**config.mk**
```make
export PLATFORM = sky130hd
export DESIGN_NAME = nrzi_stuff_tx
export DESIGN_NICKNAME = d
export VERILOG_FILES = /design/src/rtl/nrzi_tx_pkg.sv /design/src/rtl/nrzi_tx_datapath.sv /design/src/rtl/nrzi_tx_ctrl.sv /design/src/rtl/nrzi_stuff_tx.sv
export SDC_FILE = /design/constraint.sdc
export NUM_CORES = 1
export LEC_CHECK = 0
export BUFFER_PORTS_ARGS = -buffer_cell sky130_fd_sc_hd__buf_2
export CAP_MARGIN = 30
export CORE_MARGIN = 1.5
export CORE_UTILIZATION = 45
export CTS_CLUSTER_DIAMETER = 30
export DETAILED_ROUTE_END_ITERATION = 10
export RECOVER_POWER = 100
export SLEW_MARGIN = 25
export SYNTH_ARGS = -nofsm -noshare
export SYNTH_HDL_FRONTEND = slang
export SYNTH_SLANG_ARGS = --single-unit
```
**constraint.sdc**
```tcl
create_clock -name clk -period 4.1 [get_ports clk]
set_clock_uncertainty 0.2 [all_clocks]
set_input_delay 0.615 -clock clk [delete_from_list [all_inputs] [get_ports clk]]
set_output_delay 0.615 -clock clk [all_outputs]
set_load 0.01 [all_outputs]
```
**src/rtl/nrzi_tx_pkg.sv**
```systemverilog
package nrzi_tx_pkg;

  typedef enum logic [2:0] {
    ST_IDLE,
    ST_SYNC,
    ST_DATA,
    ST_TAIL,
    ST_EOP,
    ST_GAP
  } txState_t;

  // Strobes from the sequencer to the line datapath
  typedef struct packed {
    logic shiftBit;   // put one coded bit on the line
    logic bitVal;     // value of that bit (0 flips the line)
    logic driveSe0;   // both lines low
    logic driveIdle;  // force J, clear the ones run
    logic phaseClr;   // restart the phase counter
  } txStrobe_t;

endpackage

```
**src/rtl/nrzi_tx_datapath.sv**
```systemverilog
module nrzi_tx_datapath
  import nrzi_tx_pkg::*;
#(
  parameter int STUFF_RUN = 6,
  parameter int RUN_W     = 3,
  parameter int PH_W      = 4
) (
  input  logic             clk,
  input  logic             rstN,
  input  txStrobe_t        strobe,
  output logic [PH_W-1:0]  phase,
  output logic [RUN_W-1:0] runCount,
  output logic             runFull,
  output logic             runNearFull,
  output logic             dPlus,
  output logic             dMinus
);

  logic lineJ;
  logic se0;

  // Line state, ones run and phase counter
  always_ff @(posedge clk or negedge rstN) begin
    if (!rstN) begin
      lineJ    <= 1'b1;
      se0      <= 1'b0;
      runCount <= '0;
      phase    <= '0;
    end else begin
      phase <= strobe.phaseClr ? '0 : phase + 1'b1;
      if (strobe.driveSe0) begin
        se0 <= 1'b1;
      end else if (strobe.driveIdle) begin
        se0      <= 1'b0;
        lineJ    <= 1'b1;
        runCount <= '0;
      end else if (strobe.shiftBit) begin
        se0 <= 1'b0;
        if (!strobe.bitVal) lineJ <= ~lineJ;
        runCount <= strobe.bitVal ? runCount + 1'b1 : '0;
      end
    end
  end

  assign runFull     = (runCount == RUN_W'(STUFF_RUN));
  assign runNearFull = (runCount == RUN_W'(STUFF_RUN - 1));
  assign dPlus       = lineJ & ~se0;
  assign dMinus      = ~lineJ & ~se0;

endmodule

```
**src/rtl/nrzi_tx_ctrl.sv**
```systemverilog
module nrzi_tx_ctrl
  import nrzi_tx_pkg::*;
#(
  parameter int SYNC_LEN = 8,
  parameter int EOP_LEN  = 2,
  parameter int GAP_LEN  = 1,
  parameter int PH_W     = 4
) (
  input  logic            clk,
  input  logic            rstN,
  input  logic            inValid,
  input  logic            inBit,
  input  logic            inStart,
  input  logic            inLast,
  input  logic [PH_W-1:0] phase,
  input  logic            runFull,
  input  logic            runNearFull,
  output logic            inReady,
  output txStrobe_t       strobe
);

  txState_t state, nextState;

  always_ff @(posedge clk or negedge rstN) begin
    if (!rstN) state <= ST_IDLE;
    else       state <= nextState;
  end

  always_comb begin
    strobe    = '0;
    nextState = state;
    inReady   = 1'b0;
    case (state)
      ST_IDLE: begin
        strobe.driveIdle = 1'b1;
        strobe.phaseClr  = 1'b1;
        inReady          = ~inStart;   // unmarked bits are drained
        if (inValid && inStart) nextState = ST_SYNC;
      end
      ST_SYNC: begin
        strobe.shiftBit = 1'b1;
        strobe.bitVal   = (phase == PH_W'(SYNC_LEN - 1));
        if (phase == PH_W'(SYNC_LEN - 1)) begin
          strobe.phaseClr = 1'b1;
          nextState       = ST_DATA;
        end
      end
      ST_DATA: begin
        strobe.phaseClr = 1'b1;
        if (runFull) begin
          strobe.shiftBit = 1'b1;
          strobe.bitVal   = 1'b0;
        end else begin
          inReady = 1'b1;
          if (inValid) begin
            strobe.shiftBit = 1'b1;
            strobe.bitVal   = inBit;
            if (inLast) nextState = (inBit && runNearFull) ? ST_TAIL : ST_EOP;
          end
        end
      end
      ST_TAIL: begin
        strobe.shiftBit = 1'b1;
        strobe.bitVal   = 1'b0;
        strobe.phaseClr = 1'b1;
        nextState       = ST_EOP;
      end
      ST_EOP: begin
        strobe.driveSe0 = 1'b1;
        if (phase == PH_W'(EOP_LEN - 1)) begin
          strobe.phaseClr = 1'b1;
          nextState       = ST_GAP;
        end
      end
      ST_GAP: begin
        strobe.driveIdle = 1'b1;
        if (phase == PH_W'(GAP_LEN - 1)) begin
          strobe.phaseClr = 1'b1;
          nextState       = ST_IDLE;
        end
      end
      default: nextState = ST_IDLE;
    endcase
  end

endmodule

```
**src/rtl/nrzi_stuff_tx.sv**
```systemverilog
module nrzi_stuff_tx
  import nrzi_tx_pkg::*;
#(
  parameter int STUFF_RUN = 6,
  parameter int SYNC_LEN  = 8,
  parameter int EOP_LEN   = 2,
  parameter int GAP_LEN   = 1
) (
  input  logic clk,
  input  logic rstN,
  input  logic inValid,
  input  logic inBit,
  input  logic inStart,
  input  logic inLast,
  output logic inReady,
  output logic dPlus,
  output logic dMinus
);

  localparam int RUN_W  = $clog2(STUFF_RUN + 1);
  localparam int PH_MAX = (SYNC_LEN > EOP_LEN)
                        ? ((SYNC_LEN > GAP_LEN) ? SYNC_LEN : GAP_LEN)
                        : ((EOP_LEN > GAP_LEN) ? EOP_LEN : GAP_LEN);
  localparam int PH_W   = $clog2(PH_MAX + 1);

  txStrobe_t        strobe;
  logic [PH_W-1:0]  phase;
  logic [RUN_W-1:0] runCount;
  logic             runFull;
  logic             runNearFull;

  nrzi_tx_ctrl #(
    .SYNC_LEN(SYNC_LEN), .EOP_LEN(EOP_LEN), .GAP_LEN(GAP_LEN), .PH_W(PH_W)
  ) i_ctrl (
    .clk(clk), .rstN(rstN),
    .inValid(inValid), .inBit(inBit), .inStart(inStart), .inLast(inLast),
    .phase(phase), .runFull(runFull), .runNearFull(runNearFull),
    .inReady(inReady), .strobe(strobe)
  );

  nrzi_tx_datapath #(
    .STUFF_RUN(STUFF_RUN), .RUN_W(RUN_W), .PH_W(PH_W)
  ) i_datapath (
    .clk(clk), .rstN(rstN), .strobe(strobe),
    .phase(phase), .runCount(runCount),
    .runFull(runFull), .runNearFull(runNearFull),
    .dPlus(dPlus), .dMinus(dMinus)
  );

endmodule

```
==> impl_metrics.env <==
export IMPL_status="finished, final reports clean"
export IMPL_max_freq_mhz=430
export IMPL_vdd_ir_drop_max_v=0.000299
export IMPL_cts_max_level=1
export IMPL_core_area_sq_um=1730
export IMPL_clock_latency_ns=0.28
export IMPL_seq_area_frac_synth_pct=36.1
export IMPL_wl_met2_um=618
export IMPL_syn_to_final_growth_pct=5.70
export IMPL_ys_seq_elements=12
export IMPL_p_leak_uw=0.000377
export IMPL_syn_inst=86
export IMPL_post_cts_buffers=0
export IMPL_routedWlPerCell_um=12.2
export IMPL_power_frac_clock_pct=15.4
export IMPL_cp_required_ns=3.28
export IMPL_overflow=0
export IMPL_place_ws_ns=2.02
export IMPL_track_usage_pct=16.9
export IMPL_die_x_um=46.1
export IMPL_drc=0
export IMPL_start_kind="register"
export IMPL_synth_nets=98
export IMPL_slew_headroom_pct=42.7
export IMPL_dp_hpwl_um=1050
export IMPL_via_count=628
export IMPL_cts_made_buffers=3
export IMPL_dieHeight_um=46.1
export IMPL_internal_power_uw=306
export IMPL_switchingPower_uw=205
export IMPL_postLayoutSetupSlackWorst_ns=1.77
export IMPL_synthDistinctLibCells=36
export IMPL_power_frac_seq_pct=42.7
export IMPL_cts_root_buffer="clkbuf_4"
export IMPL_ys_flop_type="dfrtp_1"
export IMPL_fp_row_count=15
export IMPL_wl_um=1450
export IMPL_ys_warn_count=0
export IMPL_antenna_left=0
export IMPL_swShare_pct=40.1
export IMPL_wl_met3_um=55
export IMPL_synthArstFlopShare_pct=100
export IMPL_fin_crit_sh_pct=56.8
export IMPL_clk_path_buf_depth=2
export IMPL_timing_hold_ws_ns=0.125
export IMPL_fin_util_pct=51.1
export IMPL_avgViaCountPerCell=5.28
export IMPL_grt_setup_unrepaired="no"
export IMPL_fin_crit_ns=2.33
export IMPL_antenna_found_initial=0
export IMPL_cp_end_kind="output pin"
export IMPL_grt_max_degree=18
export IMPL_clkSlewWorstSetupHoldPaths_ns=0.08
export IMPL_synth_top_area_share_pct=33.0
export IMPL_drv_slew=0
export IMPL_maxCapViolations=0
export IMPL_cp_arrival_ns=1.51
export IMPL_io_pins=9
export IMPL_setup_viol=0
export IMPL_antenna_cells=0
export IMPL_grt_pass1_wl_um=2430
export IMPL_stdcell_area_sq_um=882
export IMPL_path_class="reg -> out"
export IMPL_finalSetupTns_ns=0
export IMPL_ctsHoldBuffers=0
export IMPL_top_layer="met4"
export IMPL_clock_sinks=12
export IMPL_m1WireLength_um=737
export IMPL_cts_tree="yes"
export IMPL_cts_resized=0
export IMPL_cp_max_fo=5
export IMPL_synth_top_area_cell="dfrtp_1"
export IMPL_final_layout_size_suffix_gt1_share_pct=13.8
export IMPL_initial_core_util_pct=48.3
export IMPL_nNetsFinal=107
export IMPL_first_global_vias=559
export IMPL_syn_area_sq_um=835
export IMPL_hold_viol_final=0
export IMPL_ys_top_cells_by_area="dfrtp_1 33%, ha_1 9.0%, dfstp_2 3.1%"
export IMPL_syn_avg_cell_area_sq_um=9.70
export IMPL_drt_first_iter_violations=6
export IMPL_firstDrtPassIters=4
export IMPL_combPwrFrac_pct=41.9
export IMPL_pwr_density_cell_nw_per_um2=579
export IMPL_place_congestion=0.781
export IMPL_numPortBuffers=8
export IMPL_place_area_sq_um=887
export IMPL_worst_pin_slew_ns=0.848
export IMPL_die_area_sq_um=2120
export IMPL_synth_edf_count=0
export IMPL_hold_class="in -> async"
-- flip-flops by register name (all words and copies together) (netlist names) --
name and cells:
i_ctrl.state 3, i_datapath.se0 1, i_datapath.runCount 3, i_datapath.phase 4, i_datapath.lineJ 1
-- synthesized netlist by cell type (2+ instances only) --
| master | number |
|---|---|
| o21bai_1 | 3 |
| nor2_1 | 5 |
| nand3_1 | 2 |
| a21oi_1 | 3 |
| nand2_1 | 7 |
| and3b_1 | 2 |
| xnor2_1 | 2 |
| inv_1 | 5 |
| dfrtp_1 | 11 |
| o21ai_0 | 5 |
| ha_1 | 6 |
| or2_2 | 2 |
| nor3b_1 | 3 |
| buf_2 | 3 |
| o31ai_1 | 2 |
| nor2b_1 | 4 |
| nand4b_1 | 2 |
-- critical path, cell delays in order, from the launching register on --
cell      delay [ns]
dfrtp_1         0.41
inv_1           0.06
ha_1            0.21
a21bo_1         0.24
a21oi_1         0.15
clkbuf_1        0.16
-- layer usage --
layer / track usage (%) / vias to the layer above
met2: 25.0 / 13
li1: - / 324
met5: 0 / -
met3: 4.71 / 5
met4: 12.0 / 0
met1: 20.8 / 286
-- area by class of cell --
| type | instances | area (sq um) |
|---|---|---|
| multi-input combinational | 65 | 468 |
| clock buffer | 4 | 26.3 |
| inverter | 5 | 18.8 |
| sequential | 12 | 302 |
| tap | 25 | 31.3 |
| fill | 177 | 845 |
| timing repair buffer | 8 | 36.3 |
-- worst paths after layout --
| kind | depth (start not counted) | start | slack (ns) | to |
|---|---|---|---|---|
| min in group clk | 1 | i_datapath.phase[0] | 0.31 | i_datapath.phase[0] |
| min reg2reg | 1 | i_datapath.phase[0] | 0.31 | i_datapath.phase[0] |
| max reg2reg | 6 | i_datapath.runCount[0] | 1.77 | i_datapath.lineJ |
| max in group asynchronous | 1 | rstN | 3.16 | i_ctrl.state[0] |
| min | 1 | rstN | 0.13 | i_datapath.runCount[2] |
| max | 5 | i_datapath.runCount[0] | 1.77 | inReady |
-- cells by family after synthesis --
family                     share of synthesized area [%]
adders and majority gates                           9.00
muxes                                               3.00
DFF                                                 36.1
AOI/OAI and AO/OA                                   22.0
buffers and inverters                               4.50
and+or+nand+nor                                     22.2
xor gates and xnor gates                            3.15
-- power by group through the flow --
stage,clock (uW),combinational (uW),sequential (uW)
3_5_place_dp,0,236,225
6_report,78.6,214,218
2_1_floorplan,0,224,186
4_1_cts,81.4,237,222
3_3_place_gp,0,236,224
5_1_grt,87.5,248,227
-- per-stage QoR --
step / instances / power, uW
floorplan: 86 / 410
global placement: 115 / 460
detailed placement: 115 / 460
CTS: 119 / 540
global route: 119 / 563
finish: 119 / 511
-- cell usage in the layout, fill, tap and decap left out, types with 2 or more instances in the layout --
| cell type | netlist | final |
|---|---|---|
| a21oi_1 | 3 | 3 |
| and3b_1 | 2 | 2 |
| buf_2 | 3 | 5 |
| clkbuf_1 | 1 | 4 |
| clkbuf_4 | 0 | 3 |
| dfrtp_1 | 11 | 11 |
| ha_1 | 6 | 6 |
| inv_1 | 5 | 5 |
| nand2_1 | 7 | 7 |
| nand3_1 | 2 | 2 |
| nand4b_1 | 2 | 2 |
| nor2_1 | 5 | 5 |
| nor2b_1 | 4 | 4 |
| nor3b_1 | 3 | 3 |
| o21ai_0 | 5 | 5 |
| o21bai_1 | 3 | 3 |
| o31ai_1 | 2 | 2 |
| or2_2 | 2 | 2 |
| xnor2_1 | 2 | 2 |
No activity file was read; power rests on OpenSTA's default activity.
